### src/rtl/pmf_trap_pkg.sv
package pmf_trap_pkg;
  localparam int LVL_W = 2;
  localparam int EC_W  = 6;
  localparam logic [EC_W-1:0] EC_SYSREG = 6'h18;

  typedef enum logic [1:0] {
    VERDICT_ALLOW = 2'd0,
    VERDICT_UNDEF = 2'd1,
    VERDICT_TRAP  = 2'd2
  } verdict_e;

  typedef struct packed {
    logic [1:0] op0;
    logic [2:0] op1;
    logic [3:0] crn;
    logic [3:0] crm;
    logic [2:0] op2;
  } sysenc_t;
endpackage

### src/rtl/pmf_enc_match.sv
module pmf_enc_match
  import pmf_trap_pkg::*;
#(
  parameter sysenc_t DIRECT_ENC   = '{2'b11, 3'b011, 4'b1110, 4'b1111, 3'b111},
  parameter sysenc_t INDIRECT_ENC = '{2'b11, 3'b011, 4'b1001, 4'b1101, 3'b001},
  parameter int      SEL_W        = 5
) (
  input  sysenc_t          enc,
  input  logic [SEL_W-1:0] sel,
  output logic             hit
);
  localparam int NPATH = 2;
  localparam logic [SEL_W-1:0] SEL_ALIAS = {SEL_W{1'b1}};

  logic [NPATH-1:0] path_hit;

  // path 0 is the direct encoding, path 1 the indirect one qualified by sel
  for (genvar p = 0; p < NPATH; p++) begin : g_path
    if (p == 0) begin : g_direct
      assign path_hit[p] = (enc == DIRECT_ENC);
    end else begin : g_alias
      assign path_hit[p] = (enc == INDIRECT_ENC) && (sel == SEL_ALIAS);
    end
  end

  assign hit = |path_hit;
endmodule

### src/rtl/pmf_trap_chain.sv
module pmf_trap_chain
  import pmf_trap_pkg::*;
#(
  parameter bit HAS_L3 = 1'b1
) (
  input  logic [LVL_W-1:0] cur_lvl,
  input  logic             is_write,
  input  logic             halted,
  input  logic             sdd,
  input  logic             imp_l3_first,
  input  logic             user_en,
  input  logic             l2_enabled,
  input  logic             tge,
  input  logic             e2h,
  input  logic             fgt_rd,
  input  logic             fgt_wr,
  input  logic             l3_fgt_en,
  input  logic             l2_mon_trap,
  input  logic             l3_mon_trap,
  output verdict_e         verdict,
  output logic [LVL_W-1:0] tgt
);
  localparam logic L3 = HAS_L3 ? 1'b1 : 1'b0;

  logic early_undef, fgt_bit, fgt_gate, l2_mon, l3_mon, dbg_block;

  always_comb begin
    early_undef = halted & L3 & sdd & imp_l3_first & l3_mon_trap;
    fgt_bit     = is_write ? fgt_wr : fgt_rd;
    fgt_gate    = l2_enabled & (~L3 | l3_fgt_en) & fgt_bit;
    l2_mon      = l2_enabled & l2_mon_trap;
    l3_mon      = L3 & l3_mon_trap;
    dbg_block   = halted & sdd;
  end

  always_comb begin
    verdict = VERDICT_ALLOW;
    tgt     = '0;
    unique case (cur_lvl)
      2'd0: begin
        if (early_undef) verdict = VERDICT_UNDEF;
        else if (!user_en) begin
          verdict = VERDICT_TRAP;
          tgt     = (l2_enabled & tge) ? 2'd2 : 2'd1;
        end else if (fgt_gate && ({e2h, tge} != 2'b11)) begin
          verdict = VERDICT_TRAP;
          tgt     = 2'd2;
        end else if (l2_mon) begin
          verdict = VERDICT_TRAP;
          tgt     = 2'd2;
        end else if (l3_mon) begin
          if (dbg_block) verdict = VERDICT_UNDEF;
          else begin
            verdict = VERDICT_TRAP;
            tgt     = 2'd3;
          end
        end
      end
      2'd1: begin
        if (early_undef) verdict = VERDICT_UNDEF;
        else if (fgt_gate || l2_mon) begin
          verdict = VERDICT_TRAP;
          tgt     = 2'd2;
        end else if (l3_mon) begin
          if (dbg_block) verdict = VERDICT_UNDEF;
          else begin
            verdict = VERDICT_TRAP;
            tgt     = 2'd3;
          end
        end
      end
      2'd2: begin
        if (early_undef) verdict = VERDICT_UNDEF;
        else if (l3_mon) begin
          if (dbg_block) verdict = VERDICT_UNDEF;
          else begin
            verdict = VERDICT_TRAP;
            tgt     = 2'd3;
          end
        end
      end
      default: verdict = VERDICT_ALLOW;
    endcase
  end

  always_comb begin
    // a trap always goes to a higher level than the current one
    trap_up_chk: assert (verdict != VERDICT_TRAP || tgt > cur_lvl)
      else $error("trap target not above current level");
  end
endmodule

### src/rtl/pmf_trap_arbiter.sv
module pmf_trap_arbiter
  import pmf_trap_pkg::*;
#(
  parameter bit HAS_L3 = 1'b1,
  parameter int SEL_W  = 5
) (
  input  logic [1:0]       cur_lvl,
  input  logic             is_write,
  input  logic [1:0]       op0,
  input  logic [2:0]       op1,
  input  logic [3:0]       crn,
  input  logic [3:0]       crm,
  input  logic [2:0]       op2,
  input  logic [SEL_W-1:0] sel,
  input  logic             halted,
  input  logic             sdd,
  input  logic             imp_l3_first,
  input  logic             user_en,
  input  logic             l2_enabled,
  input  logic             tge,
  input  logic             e2h,
  input  logic             fgt_rd,
  input  logic             fgt_wr,
  input  logic             l3_fgt_en,
  input  logic             l2_mon_trap,
  input  logic             l3_mon_trap,
  output logic             hit,
  output logic             res_allow,
  output logic             res_undef,
  output logic             res_trap,
  output logic [1:0]       tgt_lvl,
  output logic [5:0]       exc_class
);
  sysenc_t          enc;
  verdict_e         verdict;
  logic [LVL_W-1:0] chain_tgt;

  assign enc = '{op0, op1, crn, crm, op2};

  pmf_enc_match #(.SEL_W(SEL_W)) u_match (
    .enc (enc),
    .sel (sel),
    .hit (hit)
  );

  pmf_trap_chain #(.HAS_L3(HAS_L3)) u_chain (
    .cur_lvl      (cur_lvl),
    .is_write     (is_write),
    .halted       (halted),
    .sdd          (sdd),
    .imp_l3_first (imp_l3_first),
    .user_en      (user_en),
    .l2_enabled   (l2_enabled),
    .tge          (tge),
    .e2h          (e2h),
    .fgt_rd       (fgt_rd),
    .fgt_wr       (fgt_wr),
    .l3_fgt_en    (l3_fgt_en),
    .l2_mon_trap  (l2_mon_trap),
    .l3_mon_trap  (l3_mon_trap),
    .verdict      (verdict),
    .tgt          (chain_tgt)
  );

  always_comb begin
    res_allow = hit && (verdict == VERDICT_ALLOW);
    res_undef = hit && (verdict == VERDICT_UNDEF);
    res_trap  = hit && (verdict == VERDICT_TRAP);
    tgt_lvl   = res_trap ? chain_tgt : '0;
    exc_class = res_trap ? EC_SYSREG : '0;
  end

  always_comb begin

    one_verdict_chk: assert ($onehot0({res_allow, res_undef, res_trap}) &&
                             (hit == (res_allow | res_undef | res_trap)))
      else $error("result flags not one-hot on hit");

    trap_class_chk: assert (!res_trap || (exc_class == 6'h18 && tgt_lvl != 2'd0))
      else $error("trap without class or target");

    top_level_allow_chk: assert (!(hit && cur_lvl == 2'd3) || res_allow)
      else $error("level 3 access not allowed");

    no_l3_target_chk: assert (HAS_L3 || tgt_lvl != 2'd3)
      else $error("trap to absent level 3");
  end
endmodule

### config.mk
export PLATFORM = sky130hd
export DESIGN_NAME = pmf_trap_arbiter
export DESIGN_NICKNAME = d
export VERILOG_FILES = /design/src/rtl/pmf_trap_pkg.sv /design/src/rtl/pmf_enc_match.sv /design/src/rtl/pmf_trap_chain.sv /design/src/rtl/pmf_trap_arbiter.sv
export SDC_FILE = /design/constraint.sdc
export NUM_CORES = 1
export LEC_CHECK = 0
export ABC_AREA = 1
export BUFFER_PORTS_ARGS = -buffer_cell sky130_fd_sc_hd__clkbuf_2
export CAP_MARGIN = 40
export CORE_AREA = 2 2 39 41
export DETAILED_ROUTE_END_ITERATION = 16
export DIE_AREA = 0 0 41 43
export PLACE_DENSITY = 0.79
export SLEW_MARGIN = 20
export SYNTH_ARGS = -nofsm -noshare
export SYNTH_HDL_FRONTEND = slang
export SYNTH_SLANG_ARGS = --single-unit
### constraint.sdc
create_clock -name vclk -period 1.2
set_clock_uncertainty 0.2 [all_clocks]
set_input_delay 0 -clock vclk [all_inputs]
set_output_delay 0 -clock vclk [all_outputs]
set_load 0.02 [all_outputs]
==> results.toml <==
[critical_path]
setup.worst_path.start_class = "input pin"
critical_path_cell_count = 8
worst_path_arrival_ns = 0.95
cpPeakStageDelay_ns = 0.21
critPathCaptureType = "primary output"
cpMaxStageDelayCell = "sky130_fd_sc_hd__a21oi_4"
timing.critical_path.required_ns = 1.00
crit_chain = "clkbuf_2, nand2_1, nor2_1, nand4_2, a21oi_4, nand2_2, nor2_1, clkbuf_2"
critPathKind = "input pin to primary output"
count_of_buffer_and_inverter_cells_on_the_critical_path = 2
critPathTopFamily = "simple AND/OR/NAND/NOR gates"
critPathMaxFanout = 3

[yosys]
synth_top_cell_area_share_pct = 28.5
synth_area_per_cell_um2 = 4.56
synth.distinct_cells = 15
synthesis.area_um2 = 460
synth_warnings = 0
synthesis.instances = 101
synth_area_leaders = "sky130_fd_sc_hd__nand2_1 29%, sky130_fd_sc_hd__inv_1 15%, sky130_fd_sc_hd__nor2_1 15%, sky130_fd_sc_hd__buf_4 9.8%, sky130_fd_sc_hd__nand3_1 6.5%"
synth.yosys.seq_area_share_pct = 0
yosysTopAreaCell = "sky130_fd_sc_hd__nand2_1"

[power_and_ir_drop]
cellInternalPower_w = 0.0000880
leakagePower_nw = 0.522
p_sw_share_pct = 53.8
pwr-share-clk_pct = 0
power_frac_comb_pct = 100.0
power.switching_w = 0.000103
fin_total_pwr_w = 0.000191
power.density_mw_per_mm2 = 246
power_frac_seq_pct = 0
irDropWorstVdd_v = 0.000141

[final_layout]
layout-drive-gt1-share_pct = 49.0
layout.filler_cells = 154
mostFrequentLayoutCell = "sky130_fd_sc_hd__clkbuf_2"
clockBufferCount = 0
areaGrowthSynthToFinish_pct = 68.5
seqCellArea_um2 = 0
seq_cells = 0
antennaDiodeCount = 0
fin_util_pct = 56.1
top_library_cells_by_usage_in_the_layout_fill_and_taps_aside = "33 x sky130_fd_sc_hd__clkbuf_2, 29 x sky130_fd_sc_hd__nand2_1, 18 x sky130_fd_sc_hd__inv_1"
num-nets-final = 181
finish.instance_area_um2 = 776

[floorplan]
floorplan.io_pins = 48
placement_rows = 14
core_mm2 = 0.00138
floorplan.initialDensity_pct = 33.3
die_area_mm2 = 0.00176
fp.dieW_um = 41
fp.dieH_um = 43

[drt]
vias = 696
drt_drc_violations_left = 0
avgRoutedWirePerCell_um = 7.79
detailedRoute.firstIterationViolations = 11
routed_wire_length_um = 1240
dr.pass1.iters = 4
drt.antenna.violating_nets = 0
vias_per_inst = 4.38

[global_routing]
grt_util_overall_pct = 14.5
first_global_vias = 573
grt_pass1_wl_um = 1950
largest_net_degree_at_the_start_of_global_routing = 5
total_grt_overflow = 0
initial_antenna_violation_count = 0

[place]
place_hpwl_um = 1100
placed_cell_area_um2 = 674
port_buffers = 44
global_placer_s_final_weighted_congestion = 0.752

[sta]
layout_worst_path_cycle_share_pct = 95.4
clock.fmax_ghz = 0.873
setup_tns_ns = 0
final-hold-violation-count = 0
grt_setup_unrepaired = "yes"
number_of_endpoints_failing_setup_at_the_final_stage = 0
hold-worst-slack_ns = 0.211
final.min_clock_period_ns = 1.15
timing.final.max_slew_violations = 0

[min_path]
min_path_cells = 4
hold_path_class = "input pin to primary output"

[run_status]
status = "completed"

[cts]
cts.hold.buffers_added = 0

[run]
maximum_capacitance_violations = 0
routing by layer:
layer | vias up | global-route usage, % | part of all wire [%] | routed length [um]
li1 | 376 | - | - | -
met4 | 0 | 0 | 0 | 0
met5 | - | 0 | 0 | 0
met2 | 25 | 30.3 | 57 | 704
met3 | 0 | 0 | 8.4 | 104
met1 | 295 | 15.2 | 35 | 429
per-stage QoR:
step | setup slack [ns] | std cells
floorplan | 0.00675 | 104
global placement | 0.0231 | 159
detailed placement | 0.00658 | 159
CTS | 0.00115 | 159
global route | -0.0265 | 159
finish | 0.0550 | 159
area by class of cell:
class / count / area [um^2] / share of cell area [%]
inverters: 20 / 75.1 / 9.68
multi-input cells: 78 / 410 / 52.9
well taps: 16 / 20.0 / 2.58
repair buffers: 45 / 270 / 34.8
synthesized netlist by cell type:
master,n
sky130_fd_sc_hd__inv_2,2
sky130_fd_sc_hd__buf_4,6
sky130_fd_sc_hd__nor2_1,18
sky130_fd_sc_hd__nand2_1,35
sky130_fd_sc_hd__nand4_2,1
sky130_fd_sc_hd__a21o_1,1
sky130_fd_sc_hd__and3_1,1
sky130_fd_sc_hd__a21oi_1,3
sky130_fd_sc_hd__a21oi_4,1
sky130_fd_sc_hd__nor2_2,1
sky130_fd_sc_hd__nand3_1,6
sky130_fd_sc_hd__conb_1,1
sky130_fd_sc_hd__nand4_1,3
sky130_fd_sc_hd__inv_1,18
sky130_fd_sc_hd__nand2_2,4
power by group through the flow:
stage	clock (W)	combinational, W	sequential, W
floorplan	0	0.0000952	0
global placement	0	0.000159	0
detailed placement	0	0.000164	0
CTS	0	0.000164	0
global route	0	0.000218	0
finish	0	0.000191	0
logic make-up (layout without fill, tap and decap cells):
group	count (synthesis)	in the layout	share of synthesized area, %
buffers and inverters	26	65	26.1
and+or+nand+nor	69	69	64.7
other	1	4	0.814
AOI/OAI and AO/OA	5	5	8.42
worst paths after layout:
check / startpoint / to / slack [ns]
worst max-delay path: op2[1] / tgt_lvl[1] / 0.05
worst min-delay path: crn[3] / hit / 0.21
what timing repair did:
item | 4_1_cts | 5_1_grt
setup buffers | 0 | 0
endpoints found under the setup margin | 0 | 7
resized for setup | 0 | 40
(Power assumes the default switching activity.)
